**src/rtl/lirq_pkg.sv**
```systemverilog
package lirq_pkg;
   localparam int unsigned LIRQ_DATA_W  = 32;
   localparam int unsigned LIRQ_ADDR_W  = 12;
   localparam int unsigned LIRQ_LINES   = 4;
   localparam int unsigned LIRQ_LSB     = 5;
   localparam int unsigned LIRQ_EN_OFS  = 32'h0000_0B0C;
   localparam int unsigned LIRQ_ST_OFS  = 32'h0000_0B1C;

   typedef enum logic [1:0] {
      SEL_NONE = 2'd0,
      SEL_EN   = 2'd1,
      SEL_ST   = 2'd2
   } lirq_sel_e;
endpackage

```
**src/rtl/lirq_decode.sv**
```systemverilog
module lirq_decode
   import lirq_pkg::*;
#(
   parameter int unsigned ADDR_W = LIRQ_ADDR_W,
   parameter int unsigned EN_OFS = LIRQ_EN_OFS,
   parameter int unsigned ST_OFS = LIRQ_ST_OFS
) (
   input  logic [ADDR_W-1:0] addr,
   output lirq_sel_e         sel
);
   localparam logic [ADDR_W-1:0] EN_A = ADDR_W'(EN_OFS);
   localparam logic [ADDR_W-1:0] ST_A = ADDR_W'(ST_OFS);

   generate
      if (EN_A == ST_A) begin : g_bad_map
         $error("lirq_decode: enable and status offsets collide");
      end
      if ((ADDR_W < 32) && ((EN_OFS >> ADDR_W) != 0 || (ST_OFS >> ADDR_W) != 0)) begin : g_bad_width
         $error("lirq_decode: register offset does not fit ADDR_W");
      end
   endgenerate

   always_comb begin
      if (addr == EN_A)      sel = SEL_EN;
      else if (addr == ST_A) sel = SEL_ST;
      else                   sel = SEL_NONE;
   end
endmodule

```
**src/rtl/lirq_status_bit.sv**
```systemverilog
module lirq_status_bit (
   input  logic clk,
   input  logic rst_n,
   input  logic line_i,
   input  logic clr_i,
   output logic st_o
);
   logic st_q;

   // a high line wins over a clear in the same cycle
   always_ff @(posedge clk) begin
      if (!rst_n) st_q <= 1'b0;
      else        st_q <= line_i | (st_q & ~clr_i);
   end

   assign st_o = st_q;
endmodule

```
**src/rtl/lirq_irq_merge.sv**
```systemverilog
module lirq_irq_merge #(
   parameter int unsigned NUM_LINES = 4
) (
   input  logic                 clk,
   input  logic                 rst_n,
   input  logic [NUM_LINES-1:0] st_i,
   input  logic [NUM_LINES-1:0] en_i,
   output logic                 irq_o
);
   logic [NUM_LINES-1:0] pend;
   logic                 irq_q;

   assign pend = st_i & en_i;

   always_ff @(posedge clk) begin
      if (!rst_n) irq_q <= 1'b0;
      else        irq_q <= |pend;
   end

   assign irq_o = irq_q;
endmodule

```
**src/rtl/lirq_ctrl.sv**
```systemverilog
module lirq_ctrl
   import lirq_pkg::*;
#(
   parameter int unsigned DATA_W    = LIRQ_DATA_W,
   parameter int unsigned ADDR_W    = LIRQ_ADDR_W,
   parameter int unsigned NUM_LINES = LIRQ_LINES,
   parameter int unsigned LINE_LSB  = LIRQ_LSB,
   parameter int unsigned EN_OFS    = LIRQ_EN_OFS,
   parameter int unsigned ST_OFS    = LIRQ_ST_OFS
) (
   input  logic                 clk,
   input  logic                 rst_n,
   input  logic [NUM_LINES-1:0] line_in,
   input  logic                 wr_en,
   input  logic [ADDR_W-1:0]    addr,
   input  logic [DATA_W-1:0]    wr_data,
   output logic [DATA_W-1:0]    rd_data,
   output logic                 irq_o
);
   localparam int unsigned FIELD_MSB = LINE_LSB + NUM_LINES - 1;

   generate
      if (FIELD_MSB >= DATA_W) begin : g_bad_field
         $error("lirq_ctrl: legacy field exceeds DATA_W");
      end
      if (NUM_LINES == 0) begin : g_no_lines
         $error("lirq_ctrl: NUM_LINES must be non-zero");
      end
   endgenerate

   lirq_sel_e            sel;
   logic [NUM_LINES-1:0] wfield;
   logic [NUM_LINES-1:0] clr_vec;
   logic [NUM_LINES-1:0] st_q;
   logic [NUM_LINES-1:0] en_q;
   logic [NUM_LINES-1:0] rd_field;
   logic                 unused_wdata;

   assign wfield       = wr_data[LINE_LSB +: NUM_LINES];
   assign unused_wdata = ^wr_data;

   lirq_decode #(
      .ADDR_W (ADDR_W),
      .EN_OFS (EN_OFS),
      .ST_OFS (ST_OFS)
   ) u_decode (
      .addr (addr),
      .sel  (sel)
   );

   assign clr_vec = (wr_en && sel == SEL_ST) ? wfield : '0;

   for (genvar i = 0; i < NUM_LINES; i++) begin : g_line
      lirq_status_bit u_bit (
         .clk    (clk),
         .rst_n  (rst_n),
         .line_i (line_in[i]),
         .clr_i  (clr_vec[i]),
         .st_o   (st_q[i])
      );
   end

   always_ff @(posedge clk) begin
      if (!rst_n)                       en_q <= '0;
      else if (wr_en && sel == SEL_EN)  en_q <= wfield;
   end

   always_comb begin
      unique case (sel)
         SEL_EN:  rd_field = en_q;
         SEL_ST:  rd_field = st_q;
         default: rd_field = '0;
      endcase
      rd_data = '0;
      rd_data[LINE_LSB +: NUM_LINES] = rd_field;
   end

   lirq_irq_merge #(
      .NUM_LINES (NUM_LINES)
   ) u_merge (
      .clk   (clk),
      .rst_n (rst_n),
      .st_i  (st_q),
      .en_i  (en_q),
      .irq_o (irq_o)
   );
endmodule

```
**config.mk**
```make
export PLATFORM = sky130hd
export DESIGN_NAME = lirq_ctrl
export DESIGN_NICKNAME = d
export VERILOG_FILES = /design/src/rtl/lirq_pkg.sv /design/src/rtl/lirq_decode.sv /design/src/rtl/lirq_status_bit.sv /design/src/rtl/lirq_irq_merge.sv /design/src/rtl/lirq_ctrl.sv
export SDC_FILE = /design/constraint.sdc
export NUM_CORES = 1
export LEC_CHECK = 0
export BUFFER_PORTS_ARGS = -buffer_cell sky130_fd_sc_hd__buf_2
export CAP_MARGIN = 25
export CORE_ASPECT_RATIO = 1.1
export CORE_MARGIN = 2
export CORE_UTILIZATION = 32
export DETAILED_ROUTE_END_ITERATION = 7
export PLACE_DENSITY = 0.79
export SETUP_SLACK_MARGIN = 0.3
export SLEW_MARGIN = 20
export SYNTH_ARGS = -nofsm -noshare
export SYNTH_HDL_FRONTEND = slang
export SYNTH_SLANG_ARGS = --single-unit
```
**constraint.sdc**
```tcl
create_clock -name clk -period 2.02 [get_ports clk]
set_input_delay 0.303 -clock clk [delete_from_list [all_inputs] [get_ports clk]]
set_output_delay 0.303 -clock clk [all_outputs]
set_load 0.01 [all_outputs]
```
Word level (Yosys, flattened, before mapping)
Index checks and enable logic that the tools add are counted.
{"block": "word_totals", "out_inout_bits": 33, "inputBits": 51, "elab_cells": 30, "register_bits": 9}
{"block": "op_classes", "n_bitwise": 13, "n_reduce_logical": 3, "n_mux": 4, "eq_ne": 4}
{"operator": "== test 12 bit (second input constant)", "n": 2}
{"operator": "one-hot mux 4 bit (2 select lines)", "n": 1}
{"operator": "bitwise AND 1 bit", "n": 4}
{"operator": "bitwise AND 4 bit", "n": 1}
{"operator": "two-way mux 2 bit", "n": 2}
{"operator": "two-way mux 4 bit", "n": 1}
{"operator": "NOT 1 bit", "n": 4}
{"operator": "bitwise OR 1 bit", "n": 4}
{"operator": "OR reduction 4 bit", "n": 1}
{"operator": "== test 2 x 1 -> 1 bit (second input constant)", "n": 1}
{"operator": "== test 2 bit (second input constant)", "n": 1}
{"operator": "logical AND 1 bit", "n": 2}

Depth between registers and ports, before layout
{"block": "logic_depth", "word_depth": 9, "ltp_mapped": 4, "mapped_depth_nobuf": 3}

Cells and area by module
Synthesis repeated with hierarchy kept, for this count alone.
{"block": "unflattened", "hier_cells": 86, "hier_area_um2": 740.7}
{"mod": "lirq_ctrl", "cells_per_inst": 64, "instances": 1, "area_per_inst_um2": 485.5}
{"mod": "lirq_status_bit", "cells_per_inst": 3, "instances": 4, "area_per_inst_um2": 41.3}
{"mod": "lirq_decode", "cells_per_inst": 6, "instances": 1, "area_per_inst_um2": 47.5}
{"mod": "lirq_irq_merge", "cells_per_inst": 4, "instances": 1, "area_per_inst_um2": 42.5}

Least setup slack after synthesis
Ideal clock, no wire load.
{"block": "synth_path", "path_kind": "in2out", "start": "in addr[7]", "end": "out rd_data[5]", "t_required_ns": 1.717, "arrival_time_ns": 1.453, "stages": 3, "slack_ns": 0.264, "path_cell_list": "or4_4 -> or3_1 -> nor2_1"}
{"block": "synth_via", "elab_chain_len": 5, "elab_cells_between_ends": 7, "cone_classes": "eq/ne: 4; mux: 3"}
{"item": "start, declared", "line": "lirq_ctrl.sv:15", "text": "input logic [ADDR_W-1:0] addr,"}
{"item": "== test 12 bit", "line": "lirq_decode.sv:25", "text": "else if (addr == ST_A) sel = SEL_ST;"}
{"item": "two-way mux 2 bit", "line": "lirq_decode.sv:25"}
{"item": "two-way mux 2 bit *", "line": "lirq_decode.sv:24", "text": "if (addr == EN_A) sel = SEL_EN;"}
{"item": "== test 2 bit or == test 2 x 1 -> 1 bit (tied branches)", "line": "lirq_ctrl.sv:69", "text": "unique case (sel)"}
{"item": "one-hot mux 4 bit (2 select lines) *", "line": "lirq_ctrl.sv:69"}
{"item": "end, declared", "line": "lirq_ctrl.sv:17", "text": "output logic [DATA_W-1:0] rd_data,"}
Every way passes the cells marked *; elsewhere a longest branch is shown, timed or not.

Final worst setup path
{"block": "layout_path", "start": "in addr[0]", "end": "out rd_data[6]"}
The elaborated chain is that of the path after synthesis.

==> impl_metrics.py <==
metrics = {
    "final_layout": {
        "layout_common_cells": "conb_1 (28), buf_2 (26), dfxtp_1 (9), mux2i_1 (8), nand2_1 (8)",
        "fin_cells": 141,
        "fin_util": 0.4006,
        "diodes": 0,
        "drive_above_1_share": 0.3540,
        "syn_to_final_growth_pct": 17.00,
        "fin_nets": 165,
        "final_common_cell": "conb_1",
    },
    "worst_setup_path": {
        "crit_fanout": 4,
        "r2r-start": "g_line[1].u_bit.st_o",
        "critPathLaunchType": "primary input",
        "end_kind": "primary output",
        "startpoint": "addr[0]",
        "crit_family": "simple AND/OR/NAND/NOR gates",
        "crit_buf_inv": 2,
        "crit_path_max_incr_delay_ps": 520,
        "cpMaxStageDelayCell": "or4_4",
        "crit_type": "in2out",
        "required_ps": 1720,
        "critical_path.cell_chain": "buf_6 -> or4_4 -> or3_4 -> nor2_2 -> buf_2",
        "crit_arrival_ps": 1510,
    },
    "pwr": {
        "seqPwrFrac": 0.464,
        "swShare": 0.2977,
        "leakage_nw": 0.4087,
        "powerDensity_mw_per_mm2": 500.0,
        "p_clk_frac": 0.351,
        "vdd_ir_drop_max_v": 0.0001989,
        "comb_power_share": 0.184,
        "p_sw_w": 0.0001205,
        "internal_power_w": 0.0002843,
    },
    "global_routing": {
        "grt_pass1_vias": 489,
        "overflow": 0,
        "gr-usage-all-layers": 0.1020,
        "grt_pass1_wl_mm": 1.966,
        "grt_max_degree": 14,
        "grt_antenna_before_repair": 0,
    },
    "synth": {
        "synth_edf_count": 0,
        "synthCells": 83,
        "syn_area_per_cell_sq_um": 8.336,
        "yosysTopAreaCell": "buf_4",
        "ys_seq_area_frac": 0.2604,
        "synth_top_family_by_area": "buffers and inverters",
        "synthMuxAreaShare": 0.1157,
        "netlist_top_cells_area": "buf_4 (30%), dfxtp_1 (26%), mux2i_1 (12%), a41oi_1 (5.1%), nand2_1 (4.3%)",
        "synth-simple-area-share": 0.1700,
        "async_flop_share": 0,
        "synth_cell_types": 20,
        "synth_compound_area_frac": 0.1121,
        "synth_adder_area_share": 0,
        "yosys_register_bits": 9,
        "synthFlopType": "dfxtp_1",
        "netlist_area_sq_um": 691.9,
        "synth_top_area_share": 0.3038,
        "yosysWarningCount": 0,
        "synth_xor_area_frac": 0,
    },
    "outcome": {
        "outcome": "completed",
    },
    "sta": {
        "finalSetupTns_ps": 0,
        "hold_ws_ps": 242.4,
        "fin_skew_ps": 6.965,
        "grt_setup_unrepaired": "true",
        "min_period_over_period": 0.8959,
        "min_period_ps": 1810,
        "fmax_ghz": 0.5526,
        "drv_slew": 0,
        "finalHoldViolCount": 0,
        "setup_viol": 0,
    },
    "drt": {
        "drt_iter0_drc": 8,
        "ant_nets": 0,
        "vias": 569,
        "viasPerCell": 4.035,
        "wire_per_inst_um": 9.163,
        "drt_pass1_iterations": 4,
        "drc": 0,
        "drt-total-wl_mm": 1.292,
    },
    "clock_tree": {
        "cts_root_buf": "clkbuf_4",
        "hold_buffers": 0,
        "htree_levels": 1,
        "clk_pin_slew_ps": 70,
        "numClockSinks": 9,
        "cts_buffers": 3,
        "cts_tree": "built",
        "max-clock-path-buffers": 2,
        "clock_latency_ps": 270,
    },
    "job": {
        "drv_cap": 0,
    },
    "placement": {
        "dp_hpwl_mm": 1.114,
        "place_congestion": 0.7304,
        "io_buffers": 27,
        "placedCellCount": 136,
    },
    "hold_path": {
        "hp-start": "wr_data[6]",
        "hold_class": "in2reg",
    },
    "floorplan": {
        "std_cell_rows": 17,
        "fp.dieH_um": 52.77,
        "die_x_um": 48.34,
        "die_area_sq_mm": 0.002551,
        "ios": 84,
        "initial_core_util": 0.3424,
        "core_area_sq_mm": 0.002021,
    },
}
[power groups by stage]
stage | sequential, W | combinational, W | clock, W
final | 0.000188 | 0.0000747 | 0.000142
after detailed placement | 0.000192 | 0.0000725 | 0
after global routing | 0.000188 | 0.0000832 | 0.000162
after global placement | 0.000191 | 0.0000701 | 0
after floorplan | 0.000190 | 0.0000872 | 0
after CTS | 0.000188 | 0.0000743 | 0.000146
[kinds of logic after synthesis]
logic type	after synthesis
compound gates	11
buf+inv	34
flops	9
mux	8
other cells	1
simple gates	20
[sequential cells by signal (all words and copies together), names as in the netlist]
signal / flops
u_merge.irq_o: 1
en_q: 4
g_line.u_bit.st_o: 4
[synthesized netlist by cell type, types with 2 or more instances]
master and n:
buf_4 28, dfxtp_1 9, mux2i_1 8, nand2_1 8
a41oi_1 4, inv_1 4, nor2_1 4, o21ai_0 4
a22oi_1 2, clkbuf_1 2
[per-layer routing]
| metal | global-route usage | part of all wire | up-vias |
|---|---|---|---|
| li1 | - | - | 285 |
| met1 | 0.1012 | 0.37 | 252 |
| met2 | 0.1898 | 0.53 | 30 |
| met3 | 0.02571 | 0.085 | 2 |
| met4 | 0.07143 | 0.020 | 0 |
| met5 | 0 | 0 | - |
[cell type report]
type	count	area (sq um)
clock inverters	1	5.005
repair buffers	29	156.4
fillers	223	1211
multi-input cells	67	395.4
inverters	4	15.01
well taps	28	35.03
clock buffers	3	22.52
flip-flops and latches	9	180.2
[worst paths after layout]
| path | endpoint | slack, ps | depth (start not counted) |
|---|---|---|---|
| worst max-delay path | rd_data[6] | 210 | 5 |
| worst min register to register | en_q[0] | 470 | 2 |
| worst min-delay path | g_line[1].u_bit.st_o | 240 | 2 |
| worst max register to register | u_merge.irq_o | 1260 | 2 |
[metrics by stage]
| stage | setup slack [ps] | power, W | area, sq um |
|---|---|---|---|
| finish | 210.2 | 0.0004048 | 809.5 |
| global route | 168.2 | 0.0004330 | 809.5 |
| CTS | 201.9 | 0.0004083 | 809.5 |
| detailed placement | 91.37 | 0.0002641 | 768.2 |
| global placement | 99.01 | 0.0002613 | 768.2 |
| floorplan | 294.0 | 0.0002772 | 808.3 |
[timing repair]
action | 4_1_cts | 5_1_grt
endpoints found under the setup margin | 4 | 4
pin swaps | 6 | 0
resized for setup | 1 | 0
setup buffers | 1 | 0
No activity file was read; power rests on OpenSTA's default activity.
